`config.mk`:
```
export PLATFORM = sky130hd
export DESIGN_NAME = uart_rx_resync
export DESIGN_NICKNAME = d
export VERILOG_FILES = /design/src/rtl/uart_rx_pkg.sv /design/src/rtl/uart_rx_sync.sv /design/src/rtl/uart_rx_vote.sv /design/src/rtl/uart_rx_timer.sv /design/src/rtl/uart_rx_resync.sv
export SDC_FILE = /design/constraint.sdc
export NUM_CORES = 1
export LEC_CHECK = 0
export ABC_AREA = 1
export BUFFER_PORTS_ARGS = -buffer_cell sky130_fd_sc_hd__clkbuf_2
export CAP_MARGIN = 20
export CELL_PAD_IN_SITES_DETAIL_PLACEMENT = 1
export CELL_PAD_IN_SITES_GLOBAL_PLACEMENT = 1
export CORE_UTILIZATION = 48
export CTS_CLUSTER_SIZE = 25
export DETAILED_ROUTE_END_ITERATION = 7
export GPL_ROUTABILITY_DRIVEN = 0
export MAX_ROUTING_LAYER = met4
export PLACE_DENSITY = 0.92
export SYNTH_ARGS = -nofsm -noshare
export SYNTH_HDL_FRONTEND = slang
export SYNTH_SLANG_ARGS = --single-unit
export TNS_END_PERCENT = 50
```
`constraint.sdc`:
```
create_clock -name clk -period 3.2 [get_ports clk]
set_input_delay 0.32 -clock clk [delete_from_list [all_inputs] [get_ports clk]]
set_output_delay 0.32 -clock clk [all_outputs]
set_load 0.03 [all_outputs]
```
`src/rtl/uart_rx_pkg.sv`:
```
package uart_rx_pkg;

  typedef enum logic {
    ST_HUNT  = 1'b0,
    ST_FRAME = 1'b1
  } rx_state_t;

  function automatic logic maj3(input logic a, input logic b, input logic c);
    return (a & b) | (a & c) | (b & c);
  endfunction

endpackage

```
`src/rtl/uart_rx_sync.sv`:
```
module uart_rx_sync #(
  parameter int STAGES = 2
) (
  input  logic clk,
  input  logic rst_n,
  input  logic d,
  output logic q
);
  logic [STAGES-1:0] pipe;

  generate
    for (genvar i = 0; i < STAGES; i++) begin : g_stage
      if (i == 0) begin : g_first
        always_ff @(posedge clk or negedge rst_n) begin
          if (!rst_n) pipe[0] <= 1'b1;
          else        pipe[0] <= d;
        end
      end else begin : g_next
        always_ff @(posedge clk or negedge rst_n) begin
          if (!rst_n) pipe[i] <= 1'b1;
          else        pipe[i] <= pipe[i-1];
        end
      end
    end
  endgenerate

  assign q = pipe[STAGES-1];
endmodule

```
`src/rtl/uart_rx_vote.sv`:
```
module uart_rx_vote #(
  parameter int OSR = 16
) (
  input  logic                   clk,
  input  logic                   rst_n,
  input  logic                   tick,
  input  logic                   run,
  input  logic [$clog2(OSR)-1:0] cnt,
  input  logic                   line,
  output logic                   vote_stb,
  output logic                   vote_bit
);
  import uart_rx_pkg::*;

  localparam int CNT_W = $clog2(OSR);
  localparam int MID   = OSR / 2;
  localparam logic [CNT_W-1:0] TAP_A = CNT_W'(MID - 2);
  localparam logic [CNT_W-1:0] TAP_B = CNT_W'(MID - 1);
  localparam logic [CNT_W-1:0] TAP_C = CNT_W'(MID);

  logic samp_a, samp_b;

  always_ff @(posedge clk or negedge rst_n) begin
    if (!rst_n) begin
      samp_a <= 1'b1;
      samp_b <= 1'b1;
    end else if (tick && run) begin
      if (cnt == TAP_A) samp_a <= line;
      if (cnt == TAP_B) samp_b <= line;
    end
  end

  assign vote_stb = tick && run && (cnt == TAP_C);
  assign vote_bit = maj3(samp_a, samp_b, line);
endmodule

```
`src/rtl/uart_rx_timer.sv`:
```
module uart_rx_timer #(
  parameter int OSR       = 16,
  parameter int DATA_BITS = 8
) (
  input  logic                            clk,
  input  logic                            rst_n,
  input  logic                            tick,
  input  logic                            start,
  input  logic                            run,
  input  logic                            line,
  input  logic                            line_prev,
  output logic [$clog2(OSR)-1:0]          cnt,
  output logic [$clog2(DATA_BITS+2)-1:0]  idx
);
  localparam int CNT_W = $clog2(OSR);
  localparam int IDX_W = $clog2(DATA_BITS + 2);
  localparam logic [CNT_W-1:0] CNT_LAST = CNT_W'(OSR - 1);
  localparam logic [CNT_W-1:0] CNT_ONE  = CNT_W'(1);
  localparam logic [IDX_W-1:0] STOP_IDX = IDX_W'(DATA_BITS + 1);

  logic corrected;
  logic edge_seen, early_edge, late_edge, at_last;

  always_comb begin
    edge_seen  = line ^ line_prev;
    at_last    = (cnt == CNT_LAST);
    early_edge = edge_seen && at_last && (idx < STOP_IDX);
    late_edge  = edge_seen && (cnt == CNT_ONE) && (idx != '0) && !corrected;
  end

  always_ff @(posedge clk or negedge rst_n) begin
    if (!rst_n) begin
      cnt       <= '0;
      idx       <= '0;
      corrected <= 1'b0;
    end else if (tick) begin
      if (start) begin
        cnt       <= CNT_ONE;
        idx       <= '0;
        corrected <= 1'b0;
      end else if (run) begin
        if (early_edge) begin
          cnt       <= CNT_ONE;
          idx       <= idx + IDX_W'(1);
          corrected <= 1'b1;
        end else if (late_edge) begin
          cnt       <= CNT_ONE;
          corrected <= 1'b1;
        end else if (at_last) begin
          cnt       <= '0;
          idx       <= idx + IDX_W'(1);
          corrected <= 1'b0;
        end else begin
          cnt <= cnt + CNT_W'(1);
        end
      end
    end
  end
endmodule

```
`src/rtl/uart_rx_resync.sv`:
```
module uart_rx_resync #(
  parameter int OSR         = 16,
  parameter int DATA_BITS   = 8,
  parameter int SYNC_STAGES = 2
) (
  input  logic                 clk,
  input  logic                 rst_n,
  input  logic                 sample_tick,
  input  logic                 serial_in,
  output logic [DATA_BITS-1:0] rx_data,
  output logic                 rx_valid,
  output logic                 rx_frame_err
);
  import uart_rx_pkg::*;

  localparam int CNT_W = $clog2(OSR);
  localparam int IDX_W = $clog2(DATA_BITS + 2);
  localparam logic [IDX_W-1:0] STOP_IDX = IDX_W'(DATA_BITS + 1);

  rx_state_t            state;
  logic                 line, line_prev;
  logic                 hunting, start_hit;
  logic [CNT_W-1:0]     bit_cnt;
  logic [IDX_W-1:0]     bit_idx;
  logic                 vote_stb, vote_bit;
  logic [DATA_BITS-1:0] shreg;

  uart_rx_sync #(.STAGES(SYNC_STAGES)) u_sync (
    .clk   (clk),
    .rst_n (rst_n),
    .d     (serial_in),
    .q     (line)
  );

  assign hunting   = (state == ST_HUNT);
  assign start_hit = sample_tick && hunting && line_prev && !line;

  always_ff @(posedge clk or negedge rst_n) begin
    if (!rst_n)           line_prev <= 1'b1;
    else if (sample_tick) line_prev <= line;
  end

  uart_rx_timer #(.OSR(OSR), .DATA_BITS(DATA_BITS)) u_timer (
    .clk       (clk),
    .rst_n     (rst_n),
    .tick      (sample_tick),
    .start     (start_hit),
    .run       (!hunting),
    .line      (line),
    .line_prev (line_prev),
    .cnt       (bit_cnt),
    .idx       (bit_idx)
  );

  uart_rx_vote #(.OSR(OSR)) u_vote (
    .clk      (clk),
    .rst_n    (rst_n),
    .tick     (sample_tick),
    .run      (!hunting),
    .cnt      (bit_cnt),
    .line     (line),
    .vote_stb (vote_stb),
    .vote_bit (vote_bit)
  );

  always_ff @(posedge clk or negedge rst_n) begin
    if (!rst_n) begin
      state        <= ST_HUNT;
      shreg        <= '0;
      rx_data      <= '0;
      rx_valid     <= 1'b0;
      rx_frame_err <= 1'b0;
    end else begin
      rx_valid     <= 1'b0;
      rx_frame_err <= 1'b0;
      if (start_hit) begin
        state <= ST_FRAME;
      end else if (vote_stb) begin
        if (bit_idx == '0) begin
          if (vote_bit) state <= ST_HUNT;
        end else if (bit_idx == STOP_IDX) begin
          rx_data      <= shreg;
          rx_valid     <= 1'b1;
          rx_frame_err <= !vote_bit;
          state        <= ST_HUNT;
        end else begin
          shreg <= {vote_bit, shreg[DATA_BITS-1:1]};
        end
      end
    end
  end
endmodule

```
==> results by group, run 1 <==
STA
  • Unrepaired setup endpoints after global routing: false
  • Period utilisation layout: 54.46%
  • Hold Fails Final Rpt: 0
  • Slew Limit Fails: 0
  • TNS Setup: 0 ns
  • Setup-failing EPs final: 0
  • FMAX: approximately 570 MHz
  • Setup WS post-layout: ~1.5 ns
  • Tmin final: ~1.7 ns
  • Clock skew: ~0.016 ns
  • Least-Margin Pin Slew: approximately 0.8 ns
  • Max_slew headroom: a little under half

Clocking
  • Post-CTS Hold Buffers: 0
  • H-tree levels: 2
  • Clock Sinks: 33
  • Clock latency on the worst-skew pair: around 0.34 ns
  • Setup fix buffers added after clock tree synthesis: 0
  • CTS resizes: 0
  • CTS tree: done
  • Clock buffer depth: 2
  • Total CTS buffers: 5
  • Root Driver: clkbuf_4
  • CTS clock-pin slew for the worst setup and hold paths: between 0.1 and 0.15 ns

Die
  • Core Rows: 20
  • Io pins: 14
  • Core area: between 3000 and 4000 sq um
  • Chip Height: roughly 60 microns
  • Die area: roughly 3600 sq um
  • Starting density of the core: between 50 and 60%
  • Die W: roughly 60 microns

Route
  • DRT Wirelength: about 3700 microns
  • Detailed Routing Iterations Pass 1: 4
  • Total number of vias: between 1000 and 1500
  • Routed wire per std cell: about 16 microns
  • DRC: 0
  • Post-DRT Antenna Nets: 0
  • Via density: between 5 and 6
  • Initial DRC count: 22

Logic synthesis
  • Total nets after synthesis: roughly 180
  • Post-synthesis cell count: approximately 170
  • Distinct cells, synth: 21
  • Netlist Area Pre-Place: around 1600 sq um
  • Seq/Total Area, Yosys: around half
  • Ys Warns: 0
  • Syn_area_per_cell: between 9 and 10 sq um
  • Number of synthesized register bits: 33

Cells and area
  • Finished Cell Area: 1777 sq um
  • Commonest non-fill, non-tap cells in the layout: nand2_1 (41), dfrtp_1 (28), inv_1 (23), o21ai_2 (15)
  • Share of cells above drive strength 1: between 20% and 30%
  • Inserted Diodes: 0
  • Leading cell type in the layout, fill and taps excluded: nand2_1
  • Filler cell count: around 380
  • Area growth from synthesis to layout: 9.399%
  • Final #Nets: between 200 and 250

GRT
  • First-pass GRT wire length: approximately 6000 microns
  • Initial antenna violation count: 0
  • Number of global-route vias before repair: between 1000 and 1500
  • Pin count of the biggest net entering global routing: 34
  • Gr usage total: between 20% and 30%
  • Grt total ovfl: 0

Placed design
  • Dpl cell area: 1722 sq um
  • PortBufs: 13
  • Setup WS pre-CTS: 1.448 ns
  • HPWL Detailed: about 2800 microns

Critical path
  • CP Launch Type: flip-flop
  • Critical Path AT: 1.98 ns
  • Critical Path Fanout Max: 16
  • Worst EP required: 3.43 ns
  • Crit end category: flip-flop
  • Type of the worst setup path: flip-flop to flip-flop

Pwr
  • Worst vdd ir: 0.0003326 V
  • Pwr per Cell Area: slightly below 700 nW/um^2
  • Leak Pwr: 0.0008632 uW

Job
  • Max-cap violations: 0

Outcome
  • Status: completed

Min path
  • Hold WC Path Type: input pin to asynchronous set/reset pin
-- worst paths after layout --
path	to	slack [ns]	depth (start not counted)	from
max	shreg[1]	1.46	7	u_timer.cnt[0]
min	rx_data[0]	0.04	1	rst_n
max reg2reg	shreg[1]	1.46	7	u_timer.cnt[0]
min reg2reg	u_sync.q	0.39	0	u_sync.pipe[0]
max in group asynchronous	rx_data[7]	2.64	1	rst_n
min in group clk	u_sync.pipe[0]	0.05	1	serial_in
-- per-layer routing --
| metal | vias to the layer above | global-route usage, % | wire length (microns) |
|---|---|---|---|
| met5 | - | - | 0 |
| met4 | 0 | 12.29 | 91 |
| met3 | 9 | 4.329 | 82 |
| met2 | 19 | 42.39 | 1953 |
| met1 | 604 | 26.84 | 1529 |
| li1 | 586 | - | - |
-- kinds of logic after synthesis --
kind of cell | Yosys count | synth area share, %
xor gates and xnor gates | 3 | 1.618
and+or+nand+nor | 69 | 19.95
adders and majority gates | 8 | 6.164
buffers and inverters | 26 | 6.933
DFF | 33 | 51.23
AOI/OAI and AO/OA | 32 | 14.10
-- per-stage QoR --
| step | std cells | hold slack (ns) | utilization (%) | total power (uW) |
|---|---|---|---|---|
| after floorplan | 171 | 0.02441 | - | 858.1 |
| after global placement | 226 | 0.3588 | 55.04 | 925.4 |
| after detailed placement | 226 | 0.3536 | 55.04 | 977.7 |
| after CTS | 234 | 0.04453 | 56.80 | 1210 |
| after global routing | 234 | 0.03473 | 56.80 | 1292 |
| final | 234 | 0.04458 | 56.80 | 1203 |
-- synth_stat cells --
cell type / n / area [sq um]
nand3_2: 2 / 20.02
o22ai_1: 1 / 6.260
nor2_4: 1 / 11.26
nand2_2: 1 / 6.260
xor2_1: 3 / 26.28
a21oi_1: 4 / 20.02
nand2_1: 41 / 153.9
inv_1: 23 / 86.33
nor3_1: 1 / 5.000
o21ai_2: 15 / 131.4
o21ai_4: 1 / 16.27
nand4_1: 3 / 18.77
nor2_1: 6 / 22.52
nand3_1: 13 / 65.06
dfrtp_1: 28 / 700.7
buf_6: 2 / 22.52
dfstp_2: 5 / 131.4
ha_1: 8 / 100.1
inv_2: 1 / 3.750
o21ai_0: 11 / 55.05
nand4_4: 1 / 21.27
-- state kept, by name (all words and copies together), names as in the netlist --
register	cells
u_sync.q	1
u_timer.idx	4
u_timer.corrected	1
u_vote.samp_a	1
u_timer.cnt	4
u_sync.pipe	1
rx_data	8
state	1
rx_frame_err	1
rx_valid	1
line_prev	1
u_vote.samp_b	1
shreg	8
-- worst max-delay path, stage by stage (launching register included) --
cell     delay [ns]
dfrtp_1        0.44
inv_1          0.14
ha_1           0.16
nand3_1        0.11
nor2_4         0.15
nand3_2        0.34
nand2_1        0.23
o21ai_2        0.08
-- report_power, final --
part	total [uW]	internal, uW	switching (uW)
Combinational	382	122	260
Clock	231	82.8	148
Sequential	590	509	81.3
Total	1200	713	489
-- cell type report --
cell class | count | area (sq um) | share of cell area (%)
sequential | 33 | 832.0 | 46.83
multi-input combinational | 112 | 679.4 | 38.24
inverter | 24 | 90.09 | 5.070
timing repair buffer | 13 | 65.06 | 3.662
tap | 44 | 55.05 | 3.099
clock buffer | 5 | 37.54 | 2.113
clock inverter | 3 | 17.52 | 0.9859
Power figures use the tool's default switching activity.
==> inputs of run 2 (changes only) <==
--- a/config.mk
+++ b/config.mk
@@ -10,12 +10,12 @@
 export CAP_MARGIN = 20
 export CELL_PAD_IN_SITES_DETAIL_PLACEMENT = 1
 export CELL_PAD_IN_SITES_GLOBAL_PLACEMENT = 1
-export CORE_UTILIZATION = 48
+export CORE_UTILIZATION = 45
 export CTS_CLUSTER_SIZE = 25
 export DETAILED_ROUTE_END_ITERATION = 7
 export GPL_ROUTABILITY_DRIVEN = 0
 export MAX_ROUTING_LAYER = met4
-export PLACE_DENSITY = 0.92
+export PLACE_DENSITY = 0.88
 export SYNTH_ARGS = -nofsm -noshare
 export SYNTH_HDL_FRONTEND = slang
 export SYNTH_SLANG_ARGS = --single-unit
==> constraint.sdc (replaced) <==
create_clock -name clk -period 1.7 [get_ports clk]
set_input_delay 0.17 -clock clk [delete_from_list [all_inputs] [get_ports clk]]
set_output_delay 0.17 -clock clk [all_outputs]
set_load 0.03 [all_outputs]
==> results by group, run 2 (synthesized netlist as in run 1, its figures left out) <==
Route
  • DR WL met3: 147 microns (was 82 microns)
  • Initial DRC count: 45 (was 22)
  • Detailed Routing Iterations Pass 1: 4 (unchanged)
  • DRC: 0 (unchanged)
  • Via density: 5.186 (was 5.205)
  • DRT Wirelength: 3862 microns (was 3657 microns)
  • Post-DRT Antenna Nets: 0 (unchanged)
  • Top layer in use: met4 (unchanged)
  • Routed wire per std cell: 15.96 microns (was 15.63 microns)
  • Total number of vias: 1255 (was 1218)
  • Met1 WL: 1510 microns (was 1529 microns)
  • DR WL met2: 2099 microns (was 1953 microns)

Critical path
  • Critical-path top delay cell: dfrtp_1 (unchanged)
  • Worst EP required: 1.93 ns (was 3.43 ns)
  • CP max stage delay: 0.43 ns (was 0.44 ns)
  • Critical Path AT: 1.83 ns (was 1.98 ns)
  • CP Launch Type: flip-flop (unchanged)
  • Crit end category: flip-flop (unchanged)
  • Reg2Reg Depth: 8 (was 7)
  • Type of the worst setup path: flip-flop to flip-flop (unchanged)
  • Critical Path Fanout Max: 16 (unchanged)
  • Critical path cell sequence: inv_1, ha_1, nand3_1, nor2_4, nand3_2, buf_4, nand2_1, o21ai_2 (was inv_1, ha_1, nand3_1, nor2_4, nand3_2, nand2_1, o21ai_2)

STA
  • Tmin final: 1.598 ns (was 1.743 ns)
  • Unrepaired setup endpoints after global routing: false (unchanged)
  • Setup-failing EPs final: 0 (unchanged)
  • Clock skew: 0.01252 ns (was 0.01552 ns)
  • Period utilisation layout: 93.99% (was 54.46%)
  • Slew Limit Fails: 0 (unchanged)
  • Max_slew headroom: 61.60% (was 46.04%)
  • Least-Margin Pin Slew: 0.5760 ns (was 0.8095 ns)
  • TNS Setup: 0 ns (unchanged)
  • Hold Fails Final Rpt: 0 (unchanged)
  • FMAX: 625.8 MHz (was 573.8 MHz)

Clocking
  • CTS tree: done (unchanged)
  • H-tree levels: 2 (unchanged)
  • Clock Sinks: 33 (unchanged)
  • Clock latency on the worst-skew pair: 0.34 ns (about the same)
  • Total CTS buffers: 5 (unchanged)
  • Root Driver: clkbuf_4 (unchanged)
  • CTS clock-pin slew for the worst setup and hold paths: 0.10 ns (was 0.12 ns)
  • Clock buffer depth: 2 (unchanged)

Cells and area
  • Final design utilization: 54.52% (was 56.80%)
  • Inserted Diodes: 0 (unchanged)
  • Share of cells above drive strength 1: 26.02% (was 25.26%)
  • Register area: 832.0 sq um (unchanged)
  • Filler cell count: 390 (was 377)
  • Final #Nets: 207 (was 201)
  • Leading cell type in the layout, fill and taps excluded: nand2_1 (unchanged)
  • Area of the multi-input gates: 681.9 sq um (was 679.4 sq um)
  • Commonest non-fill, non-tap cells in the layout: nand2_1 (41), dfrtp_1 (28), inv_1 (23), o21ai_2 (15) (unchanged)
  • Regs by FF count: rx_data: 8 flops, shreg: 8 flops (unchanged)
  • Area growth from synthesis to layout: 13.79% (was 9.399%)

GRT
  • First-pass GRT wire length: 6251 microns (was 6030 microns)
  • Initial antenna violation count: 0 (unchanged)
  • Gr usage total: 24.38% (was 24.55%)
  • Number of global-route vias before repair: 1380 (was 1298)
  • Pin count of the biggest net entering global routing: 24 (was 34)
  • Grt total ovfl: 0 (unchanged)

Die
  • Starting density of the core: 47.91% (was 51.92%)
  • Die W: 62.08 microns (was 60.17 microns)
  • Core Rows: 21 (was 20)
  • Io pins: 14 (unchanged)
  • Die area: 3853 sq um (was 3620 sq um)
  • Chip Height: 62.08 microns (was 60.17 microns)
  • Core area: 3390 sq um (was 3128 sq um)

Min path
  • Hold WC Path Type: input pin to flip-flop (was input pin to asynchronous set/reset pin)
  • Min-Delay Path Depth: 2

Pwr
  • Worst vdd ir: 0.0005931 V (was 0.0003326 V)
  • Leak Pwr: 0.0008973 uW (was 0.0008632 uW)
  • Pwr per Cell Area: 1250 nW/um^2 (was 676.9 nW/um^2)

Placed design
  • HPWL Detailed: 2963 microns (was 2845 microns)
  • PortBufs: 13 (unchanged)

Outcome
  • Status: completed (unchanged)

Job
  • Max-cap violations: 0 (unchanged)
==> run 2: what timing repair did <==
item,in CTS,in global routing
setup endpoints to repair,0,12
gates resized for setup,0,1
setup buffers,0,1
endpoints found under the hold margin,18,0
hold buffers,2,0
==> run 2: where the power goes <==
group | total (uW) | switching [uW] | leakage, uW | internal [uW]
Combinational | 747 | 504 | 0.000440 | 243
Clock | 453 | 249 | 0.0000326 | 204
Sequential | 1110 | 152 | 0.000425 | 958
==> run 2: worst paths after layout <==
kind	startpoint	slack (ns)	end
setup / recovery	u_timer.cnt[0]	0.10	shreg[7]
hold / removal	sample_tick	0.11	line_prev
setup reg to reg	u_timer.cnt[0]	0.10	shreg[7]
hold reg to reg	u_sync.pipe[0]	0.38	u_sync.q
max in group asynchronous	rst_n	0.73	u_sync.pipe[0]
min in group asynchronous	rst_n	0.37	shreg[1]
==> run 2: final cells by class <==
cell class	instances	area share [%]
sequential	33	45.02
multi-input combinational	112	36.90
timing repair buffer	19	6.906
inverter	24	4.875
clock buffer	8	3.182
tap	46	3.114
==> run 2: metal layers <==
layer / vias up / global-route usage, %
li1: 600 / -
met1: 615 / 25.69
met2: 27 / 41.95
met3: 13 / 7.453
met4: 0 / 10.48
met5: - / -
==> run 2: stage by stage <==
stage	hold slack [ns]	total power (uW)	instances	setup slack, ns	cell area, sq um
6_report	0.1126	2310	242	0.1021	1848
5_1_grt	0.09290	2467	242	0.009738	1848
4_1_cts	0.1021	2321	241	0.003867	1826
3_5_place_dp	0.1952	1857	231	0.03512	1747
3_3_place_gp	0.1884	1751	231	0.1723	1747
2_1_floorplan	-0.1256	1615	171	0.2842	1624
==> run 2: worst max-delay path: cells and delay by family (launching register included) <==
kind | cells | cell delay [ns]
AOI/OAI and AO/OA | 1 | 0.05
adders and majority gates | 1 | 0.17
buffers and inverters | 2 | 0.35
DFF | 1 | 0.43
and+or+nand+nor | 4 | 0.51
